===== config.mk =====
export PLATFORM = sky130hd
export DESIGN_NAME = edge_capture_unit
export DESIGN_NICKNAME = d
export VERILOG_FILES = /design/src/rtl/icap_pkg.sv /design/src/rtl/icap_rst_sync.sv /design/src/rtl/icap_ctrl_reg.sv /design/src/rtl/icap_edge_det.sv /design/src/rtl/icap_channel.sv /design/src/rtl/edge_capture_unit.sv
export SDC_FILE = /design/constraint.sdc
export NUM_CORES = 1
export LEC_CHECK = 0
export ABC_AREA = 1
export BUFFER_PORTS_ARGS = -buffer_cell sky130_fd_sc_hd__buf_2
export CELL_PAD_IN_SITES_DETAIL_PLACEMENT = 1
export CELL_PAD_IN_SITES_GLOBAL_PLACEMENT = 1
export CORE_UTILIZATION = 42
export CTS_BUF_LIST = sky130_fd_sc_hd__clkbuf_4
export DETAILED_ROUTE_END_ITERATION = 8
export MAX_ROUTING_LAYER = met4
export PLACE_DENSITY = 0.9
export RECOVER_POWER = 50
export SYNTH_ARGS = -nofsm -noshare
export SYNTH_HDL_FRONTEND = slang
export SYNTH_SLANG_ARGS = --single-unit

===== constraint.sdc =====
create_clock -name clk_i -period 6 [get_ports clk_i]
set_input_delay 0.9 -clock clk_i [delete_from_list [all_inputs] [get_ports clk_i]]
set_output_delay 0.9 -clock clk_i [all_outputs]
set_load 0.1 [all_outputs]

===== src/rtl/icap_pkg.sv =====
package icap_pkg;

  typedef enum logic [1:0] {
    EDGE_OFF  = 2'b00,
    EDGE_RISE = 2'b01,
    EDGE_FALL = 2'b10,
    EDGE_BOTH = 2'b11
  } edge_sel_e;

  // Field slot of a channel in the control register, counted from bit 0.
  // The shared (last) channel takes the top slot; the others run downward.
  function automatic int unsigned field_slot(input int unsigned ch,
                                             input int unsigned n_ch);
    if (ch == n_ch - 1) begin
      return n_ch - 1;
    end
    return n_ch - 2 - ch;
  endfunction

endpackage


===== src/rtl/icap_rst_sync.sv =====
module icap_rst_sync #(
  parameter int unsigned STAGES = 2
) (
  input  logic clk_i,
  input  logic rst_ni,
  output logic rst_no
);

  logic [STAGES-1:0] chain_q;
  logic [STAGES-1:0] chain_d;

  always_comb begin
    chain_d = {chain_q[STAGES-2:0], 1'b1};
  end

  always_ff @(posedge clk_i or negedge rst_ni) begin
    if (!rst_ni) begin
      chain_q <= '0;
    end else begin
      chain_q <= chain_d;
    end
  end

  assign rst_no = chain_q[STAGES-1];

endmodule


===== src/rtl/icap_ctrl_reg.sv =====
module icap_ctrl_reg #(
  parameter int unsigned WIDTH = 8
) (
  input  logic             clk_i,
  input  logic             rst_ni,
  input  logic             we_i,
  input  logic [WIDTH-1:0] wdata_i,
  output logic [WIDTH-1:0] q_o
);

  logic [WIDTH-1:0] ctrl_q;
  logic [WIDTH-1:0] ctrl_d;

  always_comb begin
    ctrl_d = ctrl_q;
    if (we_i) begin
      ctrl_d = wdata_i;
    end
  end

  always_ff @(posedge clk_i or negedge rst_ni) begin
    if (!rst_ni) begin
      ctrl_q <= '0;
    end else begin
      ctrl_q <= ctrl_d;
    end
  end

  assign q_o = ctrl_q;

  AST_CTRL_LOAD: assert property (@(posedge clk_i) disable iff (!rst_ni)
    we_i |=> (q_o == $past(wdata_i)));
  AST_CTRL_KEEP: assert property (@(posedge clk_i) disable iff (!rst_ni)
    !we_i |=> $stable(q_o));

endmodule


===== src/rtl/icap_edge_det.sv =====
module icap_edge_det #(
  parameter int unsigned STAGES = 2
) (
  input  logic clk_i,
  input  logic rst_ni,
  input  logic pin_i,
  output logic rise_o,
  output logic fall_o
);

  logic [STAGES-1:0] sync_q;
  logic [STAGES-1:0] sync_d;
  logic              prev_q;
  logic              prev_d;
  logic              level;

  assign level = sync_q[STAGES-1];

  always_comb begin
    sync_d = {sync_q[STAGES-2:0], pin_i};
    prev_d = level;
  end

  always_ff @(posedge clk_i or negedge rst_ni) begin
    if (!rst_ni) begin
      sync_q <= '0;
      prev_q <= 1'b0;
    end else begin
      sync_q <= sync_d;
      prev_q <= prev_d;
    end
  end

  assign rise_o = level & ~prev_q;
  assign fall_o = ~level & prev_q;

  AST_EDGE_FOLLOWS: assert property (@(posedge clk_i) disable iff (!rst_ni)
    rise_o |=> !rise_o);

endmodule


===== src/rtl/icap_channel.sv =====
module icap_channel
  import icap_pkg::*;
#(
  parameter int unsigned CNT_W = 16
) (
  input  logic             clk_i,
  input  logic             rst_ni,
  input  edge_sel_e        sel_i,
  input  logic             en_i,
  input  logic             rise_i,
  input  logic             fall_i,
  input  logic [CNT_W-1:0] count_i,
  input  logic             clr_i,
  output logic [CNT_W-1:0] cap_o,
  output logic             flag_o
);

  logic             fire;
  logic [CNT_W-1:0] cap_q;
  logic [CNT_W-1:0] cap_d;
  logic             flag_q;
  logic             flag_d;

  always_comb begin
    unique case (sel_i)
      EDGE_RISE: fire = rise_i;
      EDGE_FALL: fire = fall_i;
      EDGE_BOTH: fire = rise_i | fall_i;
      default:   fire = 1'b0;
    endcase
    fire = fire & en_i;
  end

  always_comb begin
    cap_d  = cap_q;
    flag_d = flag_q;
    if (clr_i) begin
      flag_d = 1'b0;
    end
    if (fire) begin
      cap_d  = count_i;
      flag_d = 1'b1;
    end
  end

  always_ff @(posedge clk_i or negedge rst_ni) begin
    if (!rst_ni) begin
      cap_q  <= '0;
      flag_q <= 1'b0;
    end else begin
      cap_q  <= cap_d;
      flag_q <= flag_d;
    end
  end

  assign cap_o  = cap_q;
  assign flag_o = flag_q;

  AST_RISE_LOADS: assert property (@(posedge clk_i) disable iff (!rst_ni)
    (en_i && sel_i == EDGE_RISE && rise_i) |=> (cap_o == $past(count_i)));
  AST_FALL_IGNORES_RISE: assert property (@(posedge clk_i) disable iff (!rst_ni)
    (sel_i == EDGE_FALL && rise_i && !clr_i) |=> ($stable(cap_o) && $stable(flag_o)));
  AST_BOTH_FLAGS: assert property (@(posedge clk_i) disable iff (!rst_ni)
    (en_i && sel_i == EDGE_BOTH && (rise_i || fall_i)) |=> flag_o);
  AST_OFF_HOLDS: assert property (@(posedge clk_i) disable iff (!rst_ni)
    (sel_i == EDGE_OFF && !clr_i) |=> ($stable(cap_o) && $stable(flag_o)));
  AST_FLAG_CLEARS: assert property (@(posedge clk_i) disable iff (!rst_ni)
    (clr_i && !rise_i && !fall_i) |=> !flag_o);

endmodule


===== src/rtl/edge_capture_unit.sv =====
module edge_capture_unit
  import icap_pkg::*;
#(
  parameter int unsigned CHANNELS    = 4,
  parameter int unsigned CNT_W       = 16,
  parameter int unsigned SYNC_STAGES = 2,
  parameter int unsigned RST_STAGES  = 2
) (
  input  logic                      clk_i,
  input  logic                      rst_ni,
  input  logic                      reg_we_i,
  input  logic [2*CHANNELS-1:0]     reg_wdata_i,
  output logic [2*CHANNELS-1:0]     reg_rdata_o,
  input  logic [CHANNELS-1:0]       pin_i,
  input  logic [CNT_W-1:0]          count_i,
  input  logic                      ch4_capture_mode_i,
  input  logic [CHANNELS-1:0]       flag_clr_i,
  output logic [CHANNELS*CNT_W-1:0] cap_val_o,
  output logic [CHANNELS-1:0]       cap_flag_o
);

  localparam int unsigned CTRL_W    = 2 * CHANNELS;
  localparam int unsigned SHARED_CH = CHANNELS - 1;

  logic              rst_n_int;
  logic [CTRL_W-1:0] ctrl;

  icap_rst_sync #(.STAGES(RST_STAGES)) u_rst (
    .clk_i  (clk_i),
    .rst_ni (rst_ni),
    .rst_no (rst_n_int)
  );

  icap_ctrl_reg #(.WIDTH(CTRL_W)) u_ctrl (
    .clk_i   (clk_i),
    .rst_ni  (rst_n_int),
    .we_i    (reg_we_i),
    .wdata_i (reg_wdata_i),
    .q_o     (ctrl)
  );

  assign reg_rdata_o = ctrl;

  for (genvar ch = 0; ch < CHANNELS; ch++) begin : g_ch
    localparam int unsigned SLOT = field_slot(ch, CHANNELS);
    logic      rise;
    logic      fall;
    logic      enable;
    edge_sel_e sel;

    assign sel = edge_sel_e'(ctrl[2*SLOT +: 2]);

    if (ch == SHARED_CH) begin : g_shared
      assign enable = ch4_capture_mode_i;
    end else begin : g_plain
      assign enable = 1'b1;
    end

    icap_edge_det #(.STAGES(SYNC_STAGES)) u_det (
      .clk_i  (clk_i),
      .rst_ni (rst_n_int),
      .pin_i  (pin_i[ch]),
      .rise_o (rise),
      .fall_o (fall)
    );

    icap_channel #(.CNT_W(CNT_W)) u_chan (
      .clk_i   (clk_i),
      .rst_ni  (rst_n_int),
      .sel_i   (sel),
      .en_i    (enable),
      .rise_i  (rise),
      .fall_i  (fall),
      .count_i (count_i),
      .clr_i   (flag_clr_i[ch]),
      .cap_o   (cap_val_o[ch*CNT_W +: CNT_W]),
      .flag_o  (cap_flag_o[ch])
    );
  end

  AST_SHARED_GATED: assert property (@(posedge clk_i) disable iff (!rst_n_int)
    !ch4_capture_mode_i |=> $stable(cap_val_o[SHARED_CH*CNT_W +: CNT_W]));
  AST_RESET_CLEAR: assert property (@(posedge clk_i)
    !rst_n_int |-> (cap_flag_o == '0 && cap_val_o == '0));

endmodule


==> impl_metrics.csv, run 1 <==
group,metric,value,unit
route,drtIter0Drc,124,
clock_network,cts_buffers,9,
floorplanning,core-area,8220,um2
floorplanning,die_h,94.3,um
finish,final_nets,537,
timing,max_freq,441,MHz
synth,yosys_warnings,0,
power_and_ir_drop,p_per_area,530,nW/um2
timing,min_period,2.27,ns
synth,synth-simple-area-share,0.268,
synth,synth-compound-area-share,0.0220,
synth,synth_cells,385,
grt,grt_usage,0.240,
clock_network,cts-htree-levels,3,
floorplanning,placementRows,33,
synth,synth-xor-area-share,0,
timing,finalMaxSlewViolations,0,
run_status,status,"finished clean",
finish,area_growth,22.8,%
placement,place_congestion,0.772,
synth,synth_cell_types,16,
route,drc,0,
route,drtPass1Iterations,4,
grt,grt_remaining_overflow,0,
floorplanning,chipWidth,94.3,um
timing,fin_crit_sh,0.378,
grt,grt_max_degree,89,
placement,port-buffer-count,111,
synth,synth_mux_area_frac,0,
grt,first_global_vias,3078,
setup_path,cpPeakStageDelay,0.47,ns
synth,yosys.area_share.adder,0.0280,
grt,antenna_found_initial,0,
timing,setup_tns,0,ns
setup_path,critical_path_arrival,1.37,ns
clock_network,clockBufferDepth,2,
setup_path,path_buf_inv,1,
floorplanning,start_util,0.435,
route,finalWirelength,9.56,mm
synth,synth_top_area_cell,"dfrtp_1",
floorplanning,io_pins,112,
clock_network,tritoncts,"built",
power_and_ir_drop,power.leakage,2.57,nW
setup_path,cpMaxStageDelayCell,"dfrtp_1",
timing,hold_violations,0,
setup_path,crit_path_end_kind,"primary output",
route,vias_per_cell,4.90,
route,wire_per_inst,15.9,um
placement,dp_hpwl,6.99,mm
route,ant_nets,0,
synth,yosysSeqAreaShare,0.630,
floorplanning,dieArea,8890,um2
setup_path,cp_max_fo,6,
synth,synth_area,3580,um2
synth,postSynthAreaPerCell,9.29,um2
finish,multi_input_area,1130,um2
clock_network,root_buffer,"clkbuf_4",
clock_network,clkLatencyLatePin,0.44,ns
finish,num-fill-cells,1007,
clock_network,post_cts_buffers,0,
flow_run,maxCapViolations,0,
synth,ys_seq_elements,90,
finish,final-seq-area,2260,um2
min_path,worstHoldPathType,"primary input to async pin",
synth,synth_top_family_by_area,"simple AND/OR/NAND/NOR gates",
timing,finalSetupViolCount,0,
setup_path,path_delay_family,"flip-flops",
timing,clock_skew,0.0189,ns
timing,rsz0062_at_grt,"no",
setup_path,worstSetupStartpointType,"register",
clock_network,cts_resized,0,
finish,final_core_util,0.535,
synth,syn_nets,429,
route,vias,2957,
clock_network,cts_sinks,90,
clock_network,path_clk_slew,0.15,ns
synth,yosys.area.top_type_share,0.630,
timing,worst_pin_slew,1.12,ns
grt,grt_pass1_wl,15.4,mm
power_and_ir_drop,vdd_ir_drop_max,270,uV
setup_path,cp.required,5.10,ns
setup_path,path_cells,"buf_2",
setup_path,path_class,"register to primary output",
synth,synth.area.top_cells,"dfrtp_1 (63%), nand2_1 (21%), nand3_1 (3.9%)",
timing,slew_headroom,0.251,
clock_network,cts_hold_buffers,0,
finish,diodes,0,
finish,drive_above_1_share,0.271,
logic make-up (layout without fill, tap and decap cells):
logic type               count (synthesis)  in the layout
adder cells (fa/ha/maj)                  8              8
flip-flops                              90             90
buffers and inverters                   38            151
other                                    1              1
AO/OA/AOI/OAI                           13             13
AND/OR/NAND/NOR                        235            235
layer usage:
layer | track usage | wire, um
met2 | 0.389 | 4790
met5 | - | 0
met3 | 0.0227 | 429
met4 | 0.115 | 282
met1 | 0.304 | 4060
per-stage QoR:
stage / cells / hold WS [ns] / worst slack, ns / power (mW) / cell area [um2]
4_1_cts: 603 / 0.187 / 3.73 / 2.34 / 4410
3_5_place_dp: 587 / 0.340 / 4.05 / 1.85 / 4170
3_3_place_gp: 587 / 0.335 / 4.11 / 1.82 / 4170
6_report: 603 / 0.202 / 3.73 / 2.33 / 4390
2_1_floorplan: 385 / 0.331 / 3.31 / 1.66 / 3580
5_1_grt: 603 / 0.195 / 3.69 / 2.41 / 4390
cell usage in the layout (no fill, tap or decap), drive strengths merged:
cell / netlist / layout
a21boi: 1 / 1
buf: 13 / 109
bufinv: 0 / 5
clkbuf: 1 / 11
clkinvlp: 0 / 2
conb: 1 / 1
dfrtp: 90 / 90
ha: 8 / 8
inv: 24 / 24
nand2: 203 / 203
nand3: 32 / 32
o21ai: 12 / 12
area by class of cell:
cell class | count | share of cell area
Sequential cell | 90 | 0.514
Inverter | 24 | 0.0205
Multi-Input combinational cell | 257 | 0.257
Clock inverter | 7 | 0.0376
Clock buffer | 9 | 0.0154
Tap cell | 105 | 0.0299
Timing Repair Buffer | 111 | 0.126
synth_stat cells:
library cell and instances:
conb_1 1, nand2_2 3, a21boi_4 1, nand3_1 28, nand3_2 4, ha_1 8
nand2_4 1, clkbuf_1 1, buf_2 4, o21ai_0 12, buf_4 8, buf_6 1
dfrtp_1 90, inv_2 3, inv_1 21, nand2_1 199
state kept, by name (all words and copies together), names as in the netlist:
register / count
g_ch.u_chan.cap_o: 64
g_ch.u_chan.flag_o: 4
g_ch.u_det.prev_q: 4
g_ch.u_det.sync_q: 8
u_ctrl.q_o: 8
u_rst.chain_q: 2
worst paths after layout:
kind / startpoint / endpoint / slack, ns / depth (start not counted)
max: u_ctrl.q_o[4] / reg_rdata_o[4] / 3.73 / 1
max in group asynchronous: u_rst.chain_q[1] / g_ch[2].u_det.prev_q / 4.70 / 0
min in group clk_i: g_ch[2].u_det.sync_q[0] / g_ch[2].u_det.sync_q[1] / 0.37 / 0
max reg2reg: g_ch[3].u_det.prev_q / g_ch[3].u_chan.flag_o / 4.30 / 7
min: rst_ni / u_rst.chain_q[1] / 0.20 / 1
min reg2reg: g_ch[2].u_det.sync_q[0] / g_ch[2].u_det.sync_q[1] / 0.37 / 0
report_power, final:
group	internal [mW]	total (mW)	leakage, nW	switching, mW
Sequential	0.711	0.785	1.12	0.0749
Combinational	0.124	1.04	1.33	0.918
Clock	0.294	0.499	0.112	0.205
Note: power is estimated with default switching activity, not from simulation.
==> run 2: changes to the inputs <==
Settings changed: CORE_UTILIZATION 42 to 35, PLACE_DENSITY 0.9 to 0.81.
Clock period 6 ns to 2 ns, I/O delays scaled along.
==> impl_metrics.csv, run 2 (synthesized netlist as in run 1, its figures left out) <==
group,metric,value,unit
setup_path,crit_path_end_kind,"register",
grt,first_global_vias,3086,
route,finalWirelength,9.99,mm
setup_path,r2r-end,"g_ch[0].u_chan.cap_o[10]",
placement,placed_cell_area,4250,um2
power_and_ir_drop,p_total,6.65,mW
finish,fin_cells,641,
timing,holdWs,0.0369,ns
timing,fin_ws,0.293,ns
setup_path,cp_max_fo,16,
setup_path,path_class,"register to register",
grt,grt_remaining_overflow,0,
setup_path,path_cells,"inv_1 -> ha_1 -> inv_1 -> nand3_1 -> nand3_1 -> nand2_1 -> nand2_1",
timing,clock_skew,0.0145,ns
setup_path,r2r_slack,0.29,ns
min_path,holdPathEnd,"g_ch[2].u_chan.flag_o",
setup_path,worstSetupStartpointType,"register",
timing,max_freq,586,MHz
grt,antenna_found_initial,0,
placement,port-buffer-count,111,
timing,rsz0062_at_grt,"no",
setup_path,reg2reg_depth,7,
min_path,min-delay-start,"flag_clr_i[2]",
route,vias,2956,
route,drtIter0Drc,130,
route,drtPass1Iterations,4,
flow_run,maxCapViolations,0,
grt,grt_max_degree,47,
timing,slew_headroom,0.336,
timing,worst_pin_slew,0.997,ns
finish,drive_above_1_share,0.268,
timing,min_period,1.71,ns
setup_path,cpMaxStageDelayCell,"nand3_1",
timing,setup_tns,0,ns
clock_network,clkLatencyLatePin,0.43,ns
route,vias_per_cell,4.61,
floorplanning,die_h,103,um
grt,grt_pass1_wl,15.8,mm
placement,place_ws,0.430,ns
finish,diodes,0,
run_status,status,"finished clean",
route,ant_nets,0,
route,drc,0,
clock_network,tritoncts,"built",
power_and_ir_drop,p_per_area,1490,nW/um2
floorplanning,io_pins,112,
clock_network,clockBufferDepth,2,
timing,fin_crit_sh,0.854,
placement,dp_cells,619,
floorplanning,core-area,9820,um2
floorplanning,placementRows,36,
power_and_ir_drop,vdd_ir_drop_max,534,uV
finish,final_core_util,0.453,
finish,final_cell_mix,"nand2_1 (199), buf_2 (110), dfrtp_1 (90)",
setup_path,r2r-start,"g_ch[0].u_det.prev_q",
setup_path,critical_path_arrival,2.04,ns
grt,grt_usage,0.209,
route,wire_per_inst,15.6,um
finish,largest_reg_flops,64,
finish,final_nets,547,
clock_network,cts_buffers,9,
clock_network,cts_sinks,90,
timing,finalSetupViolCount,0,
setup_path,cpPeakStageDelay,0.49,ns
finish,final_common_cell,"nand2_1",
clock_network,cts-htree-levels,3,
power_and_ir_drop,power.leakage,2.59,nW
min_path,worstHoldPathType,"primary input to register",
timing,hold_violations,0,
floorplanning,chipWidth,103,um
placement,dp_hpwl,7.29,mm
floorplanning,start_util,0.364,
setup_path,cp.required,2.33,ns
floorplanning,dieArea,10600,um2
finish,num-fill-cells,1237,
finish,area_growth,24.3,%
min_path,hold_depth,2,
finish,final_area,4450,um2
clock_network,root_buffer,"clkbuf_4",
placement,place_congestion,0.799,
timing,finalMaxSlewViolations,0,
clock_network,path_clk_slew,0.14,ns
[run 2: timing repair]
action,in CTS,in global routing
hold buffers,6,0
setup buffers,0,0
hold endpoints to repair,7,0
gates resized for setup,0,0
[run 2: critical path: cells and delay by family (launching register included)]
family	cells	cell delay (ns)
fa+ha+maj	1	0.27
buf+inv	2	0.10
flops	1	0.39
simple gates	4	0.86
[run 2: worst max path at each step]
stage | startpoint | endpoint | cells after the start
floorplan | u_ctrl.q_o[7] | g_ch[3].u_chan.cap_o[10] | 6
global placement | g_ch[1].u_det.sync_q[1] | g_ch[1].u_chan.cap_o[5] | 6
detailed placement | g_ch[1].u_det.sync_q[1] | g_ch[1].u_chan.cap_o[8] | 6
CTS | u_ctrl.q_o[0] | reg_rdata_o[0] | 1
global route | g_ch[0].u_det.prev_q | g_ch[0].u_chan.cap_o[9] | 7
finish | g_ch[0].u_det.prev_q | g_ch[0].u_chan.cap_o[10] | 7
[run 2: report_power, final]
group          internal, mW  switching [mW]  leakage [nW]
Combinational         0.390            2.78          1.38
Sequential             2.13           0.198          1.12
Clock                 0.532           0.615        0.0807
[run 2: final cells by class]
| cell class | instances | area [um2] | area share |
|---|---|---|---|
| well taps | 133 | 166 | 0.0374 |
| clock inverters | 5 | 78.8 | 0.0177 |
| inverters | 24 | 90.1 | 0.0203 |
| repair buffers | 121 | 654 | 0.147 |
| multi-input cells | 257 | 1120 | 0.253 |
| clock buffers | 11 | 82.6 | 0.0186 |
| flip-flops and latches | 90 | 2250 | 0.506 |
[run 2: metal layers]
metal	up-vias	track usage	part of all wire
li1	1411	-	-
met3	15	0.0271	0.031
met1	1464	0.265	0.44
met4	0	0.0975	0.017
met2	66	0.334	0.51
met5	-	-	0
==> run 3: changes to the inputs <==
Settings changed: BUFFER_PORTS_ARGS -buffer_cell sky130_fd_sc_hd__buf_2 to unset, CORE_UTILIZATION 35 to 44, DONT_BUFFER_PORTS set to 1.
==> impl_metrics.csv, run 3 (synthesized netlist as in run 1, its figures left out) <==
group,metric,value,unit
finish,fin_cells,605,
finish,final_nets,542,
power_and_ir_drop,power.leakage,2.61,nW
grt,grt_remaining_overflow,0,
timing,worst_pin_slew,1.04,ns
grt,first_global_vias,3480,
clock_network,tritoncts,"built",
grt,grt_max_degree,46,
timing,setup_tns,0,ns
finish,multi_input_area,1140,um2
finish,final-seq-area,2250,um2
min_path,worstHoldPathType,"primary input to register",
finish,largest_reg_flops,64,
timing,max_freq,615,MHz
floorplanning,placementRows,32,
clock_network,path_clk_slew,0.13,ns
clock_network,clkLatencyLatePin,0.44,ns
clock_network,cts_buffers,9,
floorplanning,die_h,92.2,um
power_and_ir_drop,p_per_area,1470,nW/um2
route,drtIter0Drc,200,
run_status,status,"finished clean",
finish,area_growth,31.4,%
finish,final_common_cell,"nand2_1",
floorplanning,io_pins,112,
setup_path,critical_path_arrival,1.91,ns
route,drc,0,
route,ant_nets,0,
setup_path,worstSetupStartpointType,"register",
timing,hold_violations,0,
setup_path,cp.required,2.29,ns
setup_path,crit_path_end_kind,"register",
power_and_ir_drop,vdd_ir_drop_max,793,uV
clock_network,root_buffer,"clkbuf_4",
floorplanning,chipWidth,92.2,um
setup_path,cp_max_fo,17,
finish,final_core_util,0.602,
finish,final_cell_mix,"nand2_1 (199), dfrtp_1 (89), buf_4 (61)",
timing,clock_skew,0.0195,ns
finish,diodes,0,
route,vias,3129,
grt,grt_pass1_wl,19.1,mm
finish,num-fill-cells,938,
timing,finalMaxSlewViolations,0,
route,drtPass1Iterations,4,
placement,port-buffer-count,0,
finish,drive_above_1_share,0.213,
timing,rsz0062_at_grt,"no",
grt,grt_usage,0.315,
placement,dp_hpwl,7.68,mm
floorplanning,start_util,0.458,
timing,fin_crit_sh,0.813,
route,vias_per_cell,5.17,
placement,place_congestion,0.805,
floorplanning,core-area,7810,um2
timing,slew_headroom,0.306,
timing,min_period,1.63,ns
floorplanning,dieArea,8490,um2
route,finalWirelength,12.2,mm
route,wire_per_inst,20.1,um
clock_network,cts_sinks,90,
clock_network,cts-htree-levels,3,
clock_network,clockBufferDepth,2,
grt,antenna_found_initial,0,
flow_run,maxCapViolations,0,
timing,finalSetupViolCount,0,
setup_path,path_class,"register to register",
placement,dp_cells,553,
## run 3: cell count changes in the layout (fill, tap and decap cells not counted)
cell / change
dlygate4sd3_1: +30
nand3_2: +1
dfrtp_1: -1
buf_2: -110
a21boi_4: +1
buf_4: +59
inv_2: +3
clkbuf_2: +16
a21boi_1: -1
dfrtp_2: +1
clkinvlp_4: -2
inv_1: -3
nand3_1: -1
clkbuf_4: +2
## run 3: worst max-delay path, stage by stage, from the launching register on
cell and delay [ns]:
dfrtp_1 0.40, inv_1 0.07, ha_1 0.28, inv_1 0.05, nand2_1 0.07, nand3_2 0.19
nand2_4 0.25, o21ai_0 0.17
## run 3: stage by stage
step	hold WS (ns)	setup slack (ns)	area, um2	power, mW
after floorplan	0.00441	0.110	3580	4.98
after global placement	0.00446	0.570	4230	5.61
after detailed placement	0.00447	0.446	4230	5.71
after CTS	0.000100	0.420	4750	6.93
after global routing	0.0000131	0.260	4700	7.13
final	0.0162	0.374	4700	6.92
## run 3: per-layer routing
layer	vias to the layer above	GRT usage	part of all wire
li1	1406	-	-
met1	1586	0.381	0.42
met3	28	0.0755	0.060
met4	0	0.122	0.027
met5	-	-	0
met2	109	0.512	0.49
## run 3: what timing repair did
item / in CTS / in global routing
setup buffers: 0 / 0
hold endpoints to repair: 69 / 0
hold buffers: 36 / 0
gates resized for setup: 0 / 0
## run 3: final cells by class
| cell class | count | share of cell area |
|---|---|---|
| flip-flops and latches | 90 | 0.479 |
| multi-input cells | 257 | 0.243 |
| repair buffers | 116 | 0.197 |
| well taps | 102 | 0.0272 |
| clock buffers | 13 | 0.0208 |
| inverters | 24 | 0.0192 |
| clock inverters | 3 | 0.0136 |
## run 3: final timing paths
check                                         from                       end  slack [ns]  cells after the start
max                           g_ch[3].u_det.prev_q     g_ch[3].u_chan.flag_o        0.37                      7
min in group asynchronous                   rst_ni          u_rst.chain_q[1]        0.08                      1
min reg2reg                g_ch[2].u_det.sync_q[0]   g_ch[2].u_det.sync_q[1]        0.37                      0
min                                    count_i[15]  g_ch[3].u_chan.cap_o[15]        0.02                      2
max reg2reg                   g_ch[3].u_det.prev_q     g_ch[3].u_chan.flag_o        0.37                      7
max in group asynchronous         u_rst.chain_q[1]   g_ch[1].u_chan.cap_o[2]        0.61                      1
## run 3: where the power goes
part           total, mW  switching, mW  internal (mW)
Combinational       3.45           2.90          0.546
Sequential          2.30          0.172           2.13
Clock               1.17          0.609          0.562
Total               6.92           3.68           3.24
